## config.mk

```make
export PLATFORM = sky130hd
export DESIGN_NAME = i2c_byte_master
export DESIGN_NICKNAME = d
export VERILOG_FILES = /design/src/rtl/i2c_eng_pkg.sv /design/src/rtl/i2c_quarter_tick.sv /design/src/rtl/i2c_line_monitor.sv /design/src/rtl/i2c_bit_engine.sv /design/src/rtl/i2c_byte_master.sv
export SDC_FILE = /design/constraint.sdc
export NUM_CORES = 1
export LEC_CHECK = 0
export ABC_AREA = 1
export BUFFER_PORTS_ARGS = -buffer_cell sky130_fd_sc_hd__buf_4
export CELL_PAD_IN_SITES_DETAIL_PLACEMENT = 0
export CELL_PAD_IN_SITES_GLOBAL_PLACEMENT = 1
export CORE_MARGIN = 1.5
export CORE_UTILIZATION = 41
export CTS_CLUSTER_SIZE = 25
export DETAILED_ROUTE_END_ITERATION = 12
export PLACE_DENSITY_LB_ADDON = 0.25
export SYNTH_ARGS = -nofsm -noshare
export SYNTH_HDL_FRONTEND = slang
export SYNTH_HIERARCHICAL = 1
export SYNTH_SLANG_ARGS = --single-unit
```

## constraint.sdc

```tcl
create_clock -name clk -period 3.3 [get_ports clk]
set_clock_uncertainty 0.1 [all_clocks]
set_input_delay 0.165 -clock clk [delete_from_list [all_inputs] [get_ports clk]]
set_output_delay 0.165 -clock clk [all_outputs]
set_load 0.05 [all_outputs]
```

## src/rtl/i2c_eng_pkg.sv

```systemverilog
package i2c_eng_pkg;

    typedef enum logic [2:0] {
        OP_START,
        OP_RSTART,
        OP_STOP,
        OP_TX,
        OP_RX
    } eng_op_e;

    typedef enum logic [1:0] {
        ENG_IDLE,
        ENG_HOLD,
        ENG_RUN
    } eng_state_e;

    typedef struct packed {
        logic       en;
        logic       mst;
        logic       txd;
        logic       nak;
        logic       rsv3;
        logic       rsta;
        logic [1:0] rsv;
    } ctrl_t;

    typedef struct packed {
        logic       done;
        logic       rsv6;
        logic       busy;
        logic [3:0] rsv;
        logic       rxak;
    } stat_t;

    localparam logic [1:0] ADDR_CTRL = 2'd0;
    localparam logic [1:0] ADDR_STAT = 2'd1;
    localparam logic [1:0] ADDR_DATA = 2'd2;

    localparam int BUS_W     = 32;
    localparam int REG_W     = 8;
    localparam int LANE_LSB  = BUS_W - REG_W;
    localparam int BIT_CNT_W = 4;
    localparam logic [BIT_CNT_W-1:0] ACK_SLOT = BIT_CNT_W'(REG_W);

    function automatic logic [REG_W-1:0] lane_get(input logic [BUS_W-1:0] w);
        return w[BUS_W-1:LANE_LSB];
    endfunction

    function automatic logic [BUS_W-1:0] lane_put(input logic [REG_W-1:0] b);
        return {b, {LANE_LSB{1'b0}}};
    endfunction

endpackage

```

## src/rtl/i2c_quarter_tick.sv

```systemverilog
module i2c_quarter_tick #(
    parameter int DIV_W = 16
) (
    input  logic             clk,
    input  logic             srst,
    input  logic             restart,
    input  logic [DIV_W-1:0] div,
    output logic             tick
);
    logic [DIV_W-1:0] cnt_q;

    assign tick = (cnt_q == div);

    always_ff @(posedge clk) begin
        if (srst || restart || tick) begin
            cnt_q <= '0;
        end else begin
            cnt_q <= cnt_q + 1'b1;
        end
    end
endmodule

```

## src/rtl/i2c_line_monitor.sv

```systemverilog
module i2c_line_monitor #(
    parameter int SYNC_STAGES = 2
) (
    input  logic clk,
    input  logic rst,
    input  logic scl_raw,
    input  logic sda_raw,
    output logic scl_s,
    output logic sda_s,
    output logic busy
);
    logic [SYNC_STAGES-1:0] scl_pipe;
    logic [SYNC_STAGES-1:0] sda_pipe;
    logic                   sda_prev;
    logic                   saw_start;
    logic                   saw_stop;

    generate
        if (SYNC_STAGES == 1) begin : g_one
            always_ff @(posedge clk) begin
                if (rst) begin
                    scl_pipe <= '1;
                    sda_pipe <= '1;
                end else begin
                    scl_pipe <= scl_raw;
                    sda_pipe <= sda_raw;
                end
            end
        end else begin : g_many
            always_ff @(posedge clk) begin
                if (rst) begin
                    scl_pipe <= '1;
                    sda_pipe <= '1;
                end else begin
                    scl_pipe <= {scl_pipe[SYNC_STAGES-2:0], scl_raw};
                    sda_pipe <= {sda_pipe[SYNC_STAGES-2:0], sda_raw};
                end
            end
        end
    endgenerate

    assign scl_s     = scl_pipe[SYNC_STAGES-1];
    assign sda_s     = sda_pipe[SYNC_STAGES-1];
    assign saw_start = scl_s && sda_prev && !sda_s;
    assign saw_stop  = scl_s && !sda_prev && sda_s;

    always_ff @(posedge clk) begin
        if (rst) begin
            sda_prev <= 1'b1;
            busy     <= 1'b0;
        end else begin
            sda_prev <= sda_s;
            if (saw_start) begin
                busy <= 1'b1;
            end else if (saw_stop) begin
                busy <= 1'b0;
            end
        end
    end
endmodule

```

## src/rtl/i2c_bit_engine.sv

```systemverilog
module i2c_bit_engine
    import i2c_eng_pkg::*;
(
    input  logic             clk,
    input  logic             srst,
    input  logic             tick,
    input  logic             cmd_valid,
    input  eng_op_e          cmd_op,
    input  logic [REG_W-1:0] cmd_byte,
    input  logic             cmd_nak,
    input  logic             sda_s,
    output eng_state_e       state_o,
    output eng_op_e          op_o,
    output logic             done_o,
    output logic             ack_o,
    output logic [REG_W-1:0] rx_o,
    output logic             scl_pull,
    output logic             sda_pull
);
    eng_state_e             state_q;
    eng_op_e                op_q;
    logic [1:0]             qtr_q;
    logic [BIT_CNT_W-1:0]   bit_q;
    logic [REG_W-1:0]       sh_q;
    logic                   nak_q;
    logic                   bit_pull;
    logic                   last_bit;

    assign last_bit = (bit_q == ACK_SLOT);

    // pull level for the current bit slot: data bits for transmit, answer bit for receive
    always_comb begin
        if (op_q == OP_TX) begin
            bit_pull = last_bit ? 1'b0 : !sh_q[REG_W-1];
        end else begin
            bit_pull = last_bit ? !nak_q : 1'b0;
        end
    end

    always_ff @(posedge clk) begin
        if (srst) begin
            state_q  <= ENG_IDLE;
            op_q     <= OP_START;
            qtr_q    <= '0;
            bit_q    <= '0;
            sh_q     <= '0;
            nak_q    <= 1'b0;
            scl_pull <= 1'b0;
            sda_pull <= 1'b0;
            done_o   <= 1'b0;
            ack_o    <= 1'b0;
        end else begin
            done_o <= 1'b0;
            unique case (state_q)
                ENG_IDLE: begin
                    if (cmd_valid && cmd_op == OP_START) begin
                        state_q <= ENG_RUN;
                        op_q    <= OP_START;
                        qtr_q   <= '0;
                    end
                end
                ENG_HOLD: begin
                    if (cmd_valid && cmd_op != OP_START) begin
                        state_q <= ENG_RUN;
                        op_q    <= cmd_op;
                        qtr_q   <= '0;
                        bit_q   <= '0;
                        sh_q    <= cmd_byte;
                        nak_q   <= cmd_nak;
                    end
                end
                ENG_RUN: begin
                    if (tick) begin
                        qtr_q <= qtr_q + 1'b1;
                        unique case (op_q)
                            OP_START: begin
                                if (qtr_q == 2'd0) begin
                                    sda_pull <= 1'b1;
                                end else begin
                                    scl_pull <= 1'b1;
                                    state_q  <= ENG_HOLD;
                                end
                            end
                            OP_RSTART: begin
                                unique case (qtr_q)
                                    2'd0: sda_pull <= 1'b0;
                                    2'd1: scl_pull <= 1'b0;
                                    2'd2: sda_pull <= 1'b1;
                                    default: begin
                                        scl_pull <= 1'b1;
                                        state_q  <= ENG_HOLD;
                                    end
                                endcase
                            end
                            OP_STOP: begin
                                unique case (qtr_q)
                                    2'd0: sda_pull <= 1'b1;
                                    2'd1: scl_pull <= 1'b0;
                                    default: begin
                                        sda_pull <= 1'b0;
                                        state_q  <= ENG_IDLE;
                                    end
                                endcase
                            end
                            default: begin
                                unique case (qtr_q)
                                    2'd0: sda_pull <= bit_pull;
                                    2'd1: scl_pull <= 1'b0;
                                    2'd2: begin
                                        if (op_q == OP_RX && !last_bit) begin
                                            sh_q <= {sh_q[REG_W-2:0], sda_s};
                                        end
                                        if (op_q == OP_TX && last_bit) begin
                                            ack_o <= sda_s;
                                        end
                                    end
                                    default: begin
                                        scl_pull <= 1'b1;
                                        if (op_q == OP_TX && !last_bit) begin
                                            sh_q <= {sh_q[REG_W-2:0], 1'b0};
                                        end
                                        if (last_bit) begin
                                            state_q <= ENG_HOLD;
                                            done_o  <= 1'b1;
                                        end else begin
                                            bit_q <= bit_q + 1'b1;
                                        end
                                    end
                                endcase
                            end
                        endcase
                    end
                end
                default: state_q <= ENG_IDLE;
            endcase
        end
    end

    assign state_o = state_q;
    assign op_o    = op_q;
    assign rx_o    = sh_q;
endmodule

```

## src/rtl/i2c_byte_master.sv

```systemverilog
module i2c_byte_master
    import i2c_eng_pkg::*;
#(
    parameter int DIV_W       = 16,
    parameter int SYNC_STAGES = 2
) (
    input  logic             clk,
    input  logic             rst,
    input  logic             bus_wr,
    input  logic             bus_rd,
    input  logic [1:0]       bus_addr,
    input  logic [31:0]      bus_wdata,
    output logic [31:0]      bus_rdata,
    input  logic [DIV_W-1:0] scl_div,
    input  logic             scl_in,
    input  logic             sda_in,
    output logic             scl_pull,
    output logic             sda_pull
);
    ctrl_t            ctrl_q;
    ctrl_t            ctrl_new;
    stat_t            stat_view;
    logic [REG_W-1:0] data_q;
    logic             done_q;
    logic             rxak_q;
    logic             start_req;
    logic             stop_req;
    logic             rsta_req;
    logic             byte_req;
    logic             byte_tx;

    logic             wr_ctrl;
    logic             wr_stat;
    logic             wr_data;
    logic             rd_data;
    logic             owned;
    logic             done_clr;

    logic             eng_srst;
    logic             tick;
    logic             cmd_valid;
    eng_op_e          cmd_op;
    eng_state_e       eng_state;
    eng_op_e          eng_op;
    logic             eng_done;
    logic             eng_ack;
    logic [REG_W-1:0] eng_rx;
    logic             scl_s;
    logic             sda_s;
    logic             bus_busy;

    assign ctrl_new = ctrl_t'(lane_get(bus_wdata));
    assign wr_ctrl  = bus_wr && bus_addr == ADDR_CTRL;
    assign wr_stat  = bus_wr && bus_addr == ADDR_STAT;
    assign wr_data  = bus_wr && bus_addr == ADDR_DATA;
    assign rd_data  = bus_rd && bus_addr == ADDR_DATA;
    assign owned    = ctrl_q.en && ctrl_q.mst;
    assign done_clr = wr_stat && !ctrl_new.en;
    assign eng_srst = rst || !ctrl_q.en;

    // command issue: START from idle; repeated START, byte, STOP from hold in that order
    always_comb begin
        cmd_valid = 1'b0;
        cmd_op    = OP_START;
        if (eng_state == ENG_IDLE) begin
            if (start_req) begin
                cmd_valid = 1'b1;
            end
        end else if (eng_state == ENG_HOLD) begin
            if (rsta_req) begin
                cmd_valid = 1'b1;
                cmd_op    = OP_RSTART;
            end else if (byte_req) begin
                cmd_valid = 1'b1;
                cmd_op    = byte_tx ? OP_TX : OP_RX;
            end else if (stop_req) begin
                cmd_valid = 1'b1;
                cmd_op    = OP_STOP;
            end
        end
    end

    always_ff @(posedge clk) begin
        if (rst) begin
            ctrl_q    <= '0;
            data_q    <= '0;
            done_q    <= 1'b0;
            rxak_q    <= 1'b0;
            start_req <= 1'b0;
            stop_req  <= 1'b0;
            rsta_req  <= 1'b0;
            byte_req  <= 1'b0;
            byte_tx   <= 1'b0;
        end else begin
            if (!ctrl_q.en) begin
                start_req <= 1'b0;
                stop_req  <= 1'b0;
                rsta_req  <= 1'b0;
                byte_req  <= 1'b0;
            end
            if (cmd_valid) begin
                unique case (cmd_op)
                    OP_START:  start_req <= 1'b0;
                    OP_RSTART: rsta_req  <= 1'b0;
                    OP_STOP:   stop_req  <= 1'b0;
                    default:   byte_req  <= 1'b0;
                endcase
            end
            if (wr_ctrl) begin
                ctrl_q      <= ctrl_new;
                ctrl_q.rsta <= 1'b0;
                if (ctrl_new.en && ctrl_new.mst && !ctrl_q.mst) begin
                    start_req <= 1'b1;
                end
                if (ctrl_q.mst && !ctrl_new.mst) begin
                    stop_req  <= 1'b1;
                    start_req <= 1'b0;
                end
                if (ctrl_new.rsta && ctrl_new.mst && owned) begin
                    rsta_req <= 1'b1;
                end
            end
            if (wr_data) begin
                data_q <= lane_get(bus_wdata);
                if (owned && ctrl_q.txd) begin
                    byte_req <= 1'b1;
                    byte_tx  <= 1'b1;
                end
            end
            if (rd_data && owned && !ctrl_q.txd) begin
                byte_req <= 1'b1;
                byte_tx  <= 1'b0;
            end
            if (done_clr) begin
                done_q <= 1'b0;
            end
            if (eng_done) begin
                done_q <= 1'b1;
                if (eng_op == OP_TX) begin
                    rxak_q <= eng_ack;
                end else begin
                    data_q <= eng_rx;
                end
            end
        end
    end

    always_comb begin
        stat_view      = '0;
        stat_view.done = done_q;
        stat_view.busy = bus_busy;
        stat_view.rxak = rxak_q;
    end

    always_comb begin
        unique case (bus_addr)
            ADDR_CTRL: bus_rdata = lane_put(ctrl_q);
            ADDR_STAT: bus_rdata = lane_put(stat_view);
            ADDR_DATA: bus_rdata = lane_put(data_q);
            default:   bus_rdata = '0;
        endcase
    end

    i2c_quarter_tick #(.DIV_W(DIV_W)) u_tick (
        .clk     (clk),
        .srst    (eng_srst),
        .restart (cmd_valid),
        .div     (scl_div),
        .tick    (tick)
    );

    i2c_line_monitor #(.SYNC_STAGES(SYNC_STAGES)) u_mon (
        .clk     (clk),
        .rst     (rst),
        .scl_raw (scl_in),
        .sda_raw (sda_in),
        .scl_s   (scl_s),
        .sda_s   (sda_s),
        .busy    (bus_busy)
    );

    i2c_bit_engine u_eng (
        .clk       (clk),
        .srst      (eng_srst),
        .tick      (tick),
        .cmd_valid (cmd_valid),
        .cmd_op    (cmd_op),
        .cmd_byte  (data_q),
        .cmd_nak   (ctrl_q.nak),
        .sda_s     (sda_s),
        .state_o   (eng_state),
        .op_o      (eng_op),
        .done_o    (eng_done),
        .ack_o     (eng_ack),
        .rx_o      (eng_rx),
        .scl_pull  (scl_pull),
        .sda_pull  (sda_pull)
    );

    logic unused_ok;
    assign unused_ok = scl_s;
endmodule

```

==> reports/metrics.csv <==
metric;value;unit
status;finished, final reports clean;
largest_area_contributor_in_the_netlist;sky130_fd_sc_hd__dfxtp_1;
drt-pass1-iter-count;4;
yosysUniqueCellTypes;39;
final_layout_size_suffix_gt1_share;16.7;%
yosysTopAreaCellShare;32.0;%
powerDensity;383;nW/um^2
clk-insertion-delay-late;0.34;ns
die_h;105;um
via_per_inst;4.72;
hold_ws;0.0112;ns
chipWidth;105;um
vdd.ir_drop.worst;0.186;mV
grt_antenna_before_repair;0;
grt_start_max_net_pins;20;
io_pins;90;
grt_overflow_total;0;
synth.most_common_cell;sky130_fd_sc_hd__nand2_1;
drt_first_iter_violations;155;
multiInputGateArea;2380;um^2
postSynth.asyncResetShare;0;%
cts.repair.resized;0;
wire_length_of_the_first_global_routing_pass;17100;um
post_synth_instance_area;4260;um^2
place.gp.congestion;0.807;
tritoncts;yes;
remaining_drc_errors;0;
grt_pass1_vias;3795;
gr-usage-all-layers;19.0;%
core.rowCount;37;
cp_data_arrival_time;2.34;ns
numPortBuffers;41;
max_slew.worst_pin.slew;0.592;ns
floorplan.core_area;10200;um^2
initial_utilization;41.8;%
synth.yosys.seq_area_share;32.0;%
htreeDepth;3;
p_leak;2.06;nW
worstHoldPathCells;3;
final.period_utilization;66.6;%
synth_edf_count;0;
cts_buffers;9;
setup_bufs_post_cts;0;
endpoint_kind;register;
postSynthCellCount;643;
clock_period_minus_worst_slack;2.20;ns
timing.final.max_slew_violations;0;
antennaDiodeCount;0;
die_area;11000;um^2
num-fill-cells;1083;
final-seq-area;1360;um^2
cap_violations;0;
synth_area_leaders;sky130_fd_sc_hd__dfxtp_1 32%, sky130_fd_sc_hd__nand2_1 15%, sky130_fd_sc_hd__nor2_1 7.4%, sky130_fd_sc_hd__inv_1 7.2%, sky130_fd_sc_hd__buf_4 4.6%;
synth_top_flop_cell;sky130_fd_sc_hd__dfxtp_1;
netlist_top_cells_count;166 x sky130_fd_sc_hd__nand2_1, 84 x sky130_fd_sc_hd__nor2_1, 82 x sky130_fd_sc_hd__inv_1;
worst-path-max-fanout;10;
postSynthRegisterBits;68;
final_hold_violation_count;0;
kind_of_start_point_of_the_critical_path;register;
fmax;455;MHz
detailroute.via_count;3959;
synthesis.area_per_instance;6.62;um^2
detail_route.wl_per_cell;11.6;um
clk_root_buffer_cell;sky130_fd_sc_hd__clkbuf_8;
required;3.44;ns
wirelength;9710;um
rsz_0062_raised_after_global_routing;no;
worstSetupPathType;register to register;
cts.clk_slew.worst_paths;0.08;ns
area_growth;15.9;%
finalSetupViolations;0;
setup-tns-final;0;ns
design.final.nets;761;
r2r.worst_path.cells;11;
hold_path_class;input pin to register;
cts_max_path_buffers;2;
number_of_sinks_on_the_clock_net;68;
dp.final_hpwl;7380;um
postRouteAntennaNets;0;
maxSlewHeadroom;60.5;%
yosys_warn_count;6;
==> logic make-up (layout without fill, tap and decap cells) <==
family	after synthesis	in the layout	share of synthesized area (%)
adders and majority gates	8	8	2.35
and+or+nand+nor	349	349	38.7
DFF	68	68	32.0
other	1	24	0.0881
AOI/OAI and AO/OA	76	76	9.91
xor gates and xnor gates	14	14	2.88
buffers and inverters	127	163	14.1
==> final cells by class <==
type,instances,area share [%]
clock inverters,6,2.26
flip-flops and latches,68,27.6
clock buffers,10,2.79
repair buffers,50,8.07
well taps,136,3.45
multi-input cells,471,48.3
inverters,97,7.53
==> layout by cell type, fill, tap and decap left out, types with 5 or more instances in the layout <==
master	instances
sky130_fd_sc_hd__nand2_1	166
sky130_fd_sc_hd__nor2_1	84
sky130_fd_sc_hd__inv_1	82
sky130_fd_sc_hd__dfxtp_1	68
sky130_fd_sc_hd__buf_4	41
sky130_fd_sc_hd__nand3_1	36
sky130_fd_sc_hd__conb_1	24
sky130_fd_sc_hd__a21oi_1	23
sky130_fd_sc_hd__o21ai_1	23
sky130_fd_sc_hd__nor2_2	19
sky130_fd_sc_hd__o21ai_0	15
sky130_fd_sc_hd__inv_2	12
sky130_fd_sc_hd__xor2_1	12
sky130_fd_sc_hd__clkbuf_8	10
sky130_fd_sc_hd__dlygate4sd3_1	9
sky130_fd_sc_hd__nand4_1	8
sky130_fd_sc_hd__ha_1	8
sky130_fd_sc_hd__nand2_2	6
sky130_fd_sc_hd__nor3_1	6
sky130_fd_sc_hd__nor2_8	5
sky130_fd_sc_hd__a31oi_1	5
sky130_fd_sc_hd__nand2_4	5
==> metal layers <==
metal,wire length (um),vias up,track usage (%)
met3,316,10,2.99
met5,0,-,0
met1,4530,1818,24.1
li1,-,2064,-
met2,4780,67,33.3
met4,87,0,4.99
==> what timing repair did <==
| item | 4_1_cts | 5_1_grt |
|---|---|---|
| endpoints found under the setup margin | 0 | 0 |
| hold buffers | 9 | 0 |
| endpoints found under the hold margin | 14 | 0 |
==> worst max-delay path, cell delays in order, from the launching register on <==
cell	delay (ns)
sky130_fd_sc_hd__dfxtp_1	0.62
sky130_fd_sc_hd__inv_1	0.08
sky130_fd_sc_hd__nor2_1	0.17
sky130_fd_sc_hd__o21ai_0	0.12
sky130_fd_sc_hd__o31ai_1	0.17
sky130_fd_sc_hd__nand2_1	0.23
sky130_fd_sc_hd__nand2_4	0.15
sky130_fd_sc_hd__nand2_4	0.09
sky130_fd_sc_hd__nor2_8	0.16
sky130_fd_sc_hd__nand3_1	0.09
sky130_fd_sc_hd__nand2_1	0.07
sky130_fd_sc_hd__nor2_1	0.04
==> stage by stage <==
stage / power, mW / instance area [um^2] / setup WS [ns] / util (%) / std cells
after floorplan: 1.01 / 4340 / 1.43 / - / 666
after global placement: 1.04 / 4590 / 1.13 / 45.1 / 813
after detailed placement: 1.05 / 4590 / 1.11 / 45.1 / 813
after CTS: 1.91 / 4930 / 1.10 / 48.4 / 838
after global routing: 1.97 / 4930 / 0.809 / 48.4 / 838
final: 1.89 / 4930 / 1.10 / 48.4 / 838
==> flip-flops by register name, indices dropped and copies added (netlist names), 2 cells and up <==
name and flops:
u_eng/qtr_q 2, u_mon/scl_pipe 2, ctrl_q 7, u_mon/sda_pipe 2, u_eng/op_o 3, u_tick/cnt_q 16
u_eng/bit_q 4, data_q 8, u_eng/rx_o 8, u_eng/state_o 2
==> power by group <==
group          internal, mW  switching [mW]
logic                0.0595           0.134
registers             0.832         0.00947
clock network         0.523           0.332
==> path summary, 6_finish.rpt <==
kind / from / end / slack (ns)
worst max-delay path: u_eng/state_o[0]$_SDFFE_PP0P_ / u_eng/rx_o[2]$_SDFFE_PP0P_ / 1.10
worst min-delay path: bus_wdata[29] / ctrl_q[5]$_SDFFE_PP0P_ / 0.01
worst max register to register: u_eng/state_o[0]$_SDFFE_PP0P_ / u_eng/rx_o[2]$_SDFFE_PP0P_ / 1.10
worst min register to register: u_mon/scl_pipe[0]$_SDFF_PP1_ / u_mon/scl_pipe[1]$_SDFF_PP1_ / 0.32
Note: power is estimated with default switching activity, not from simulation.
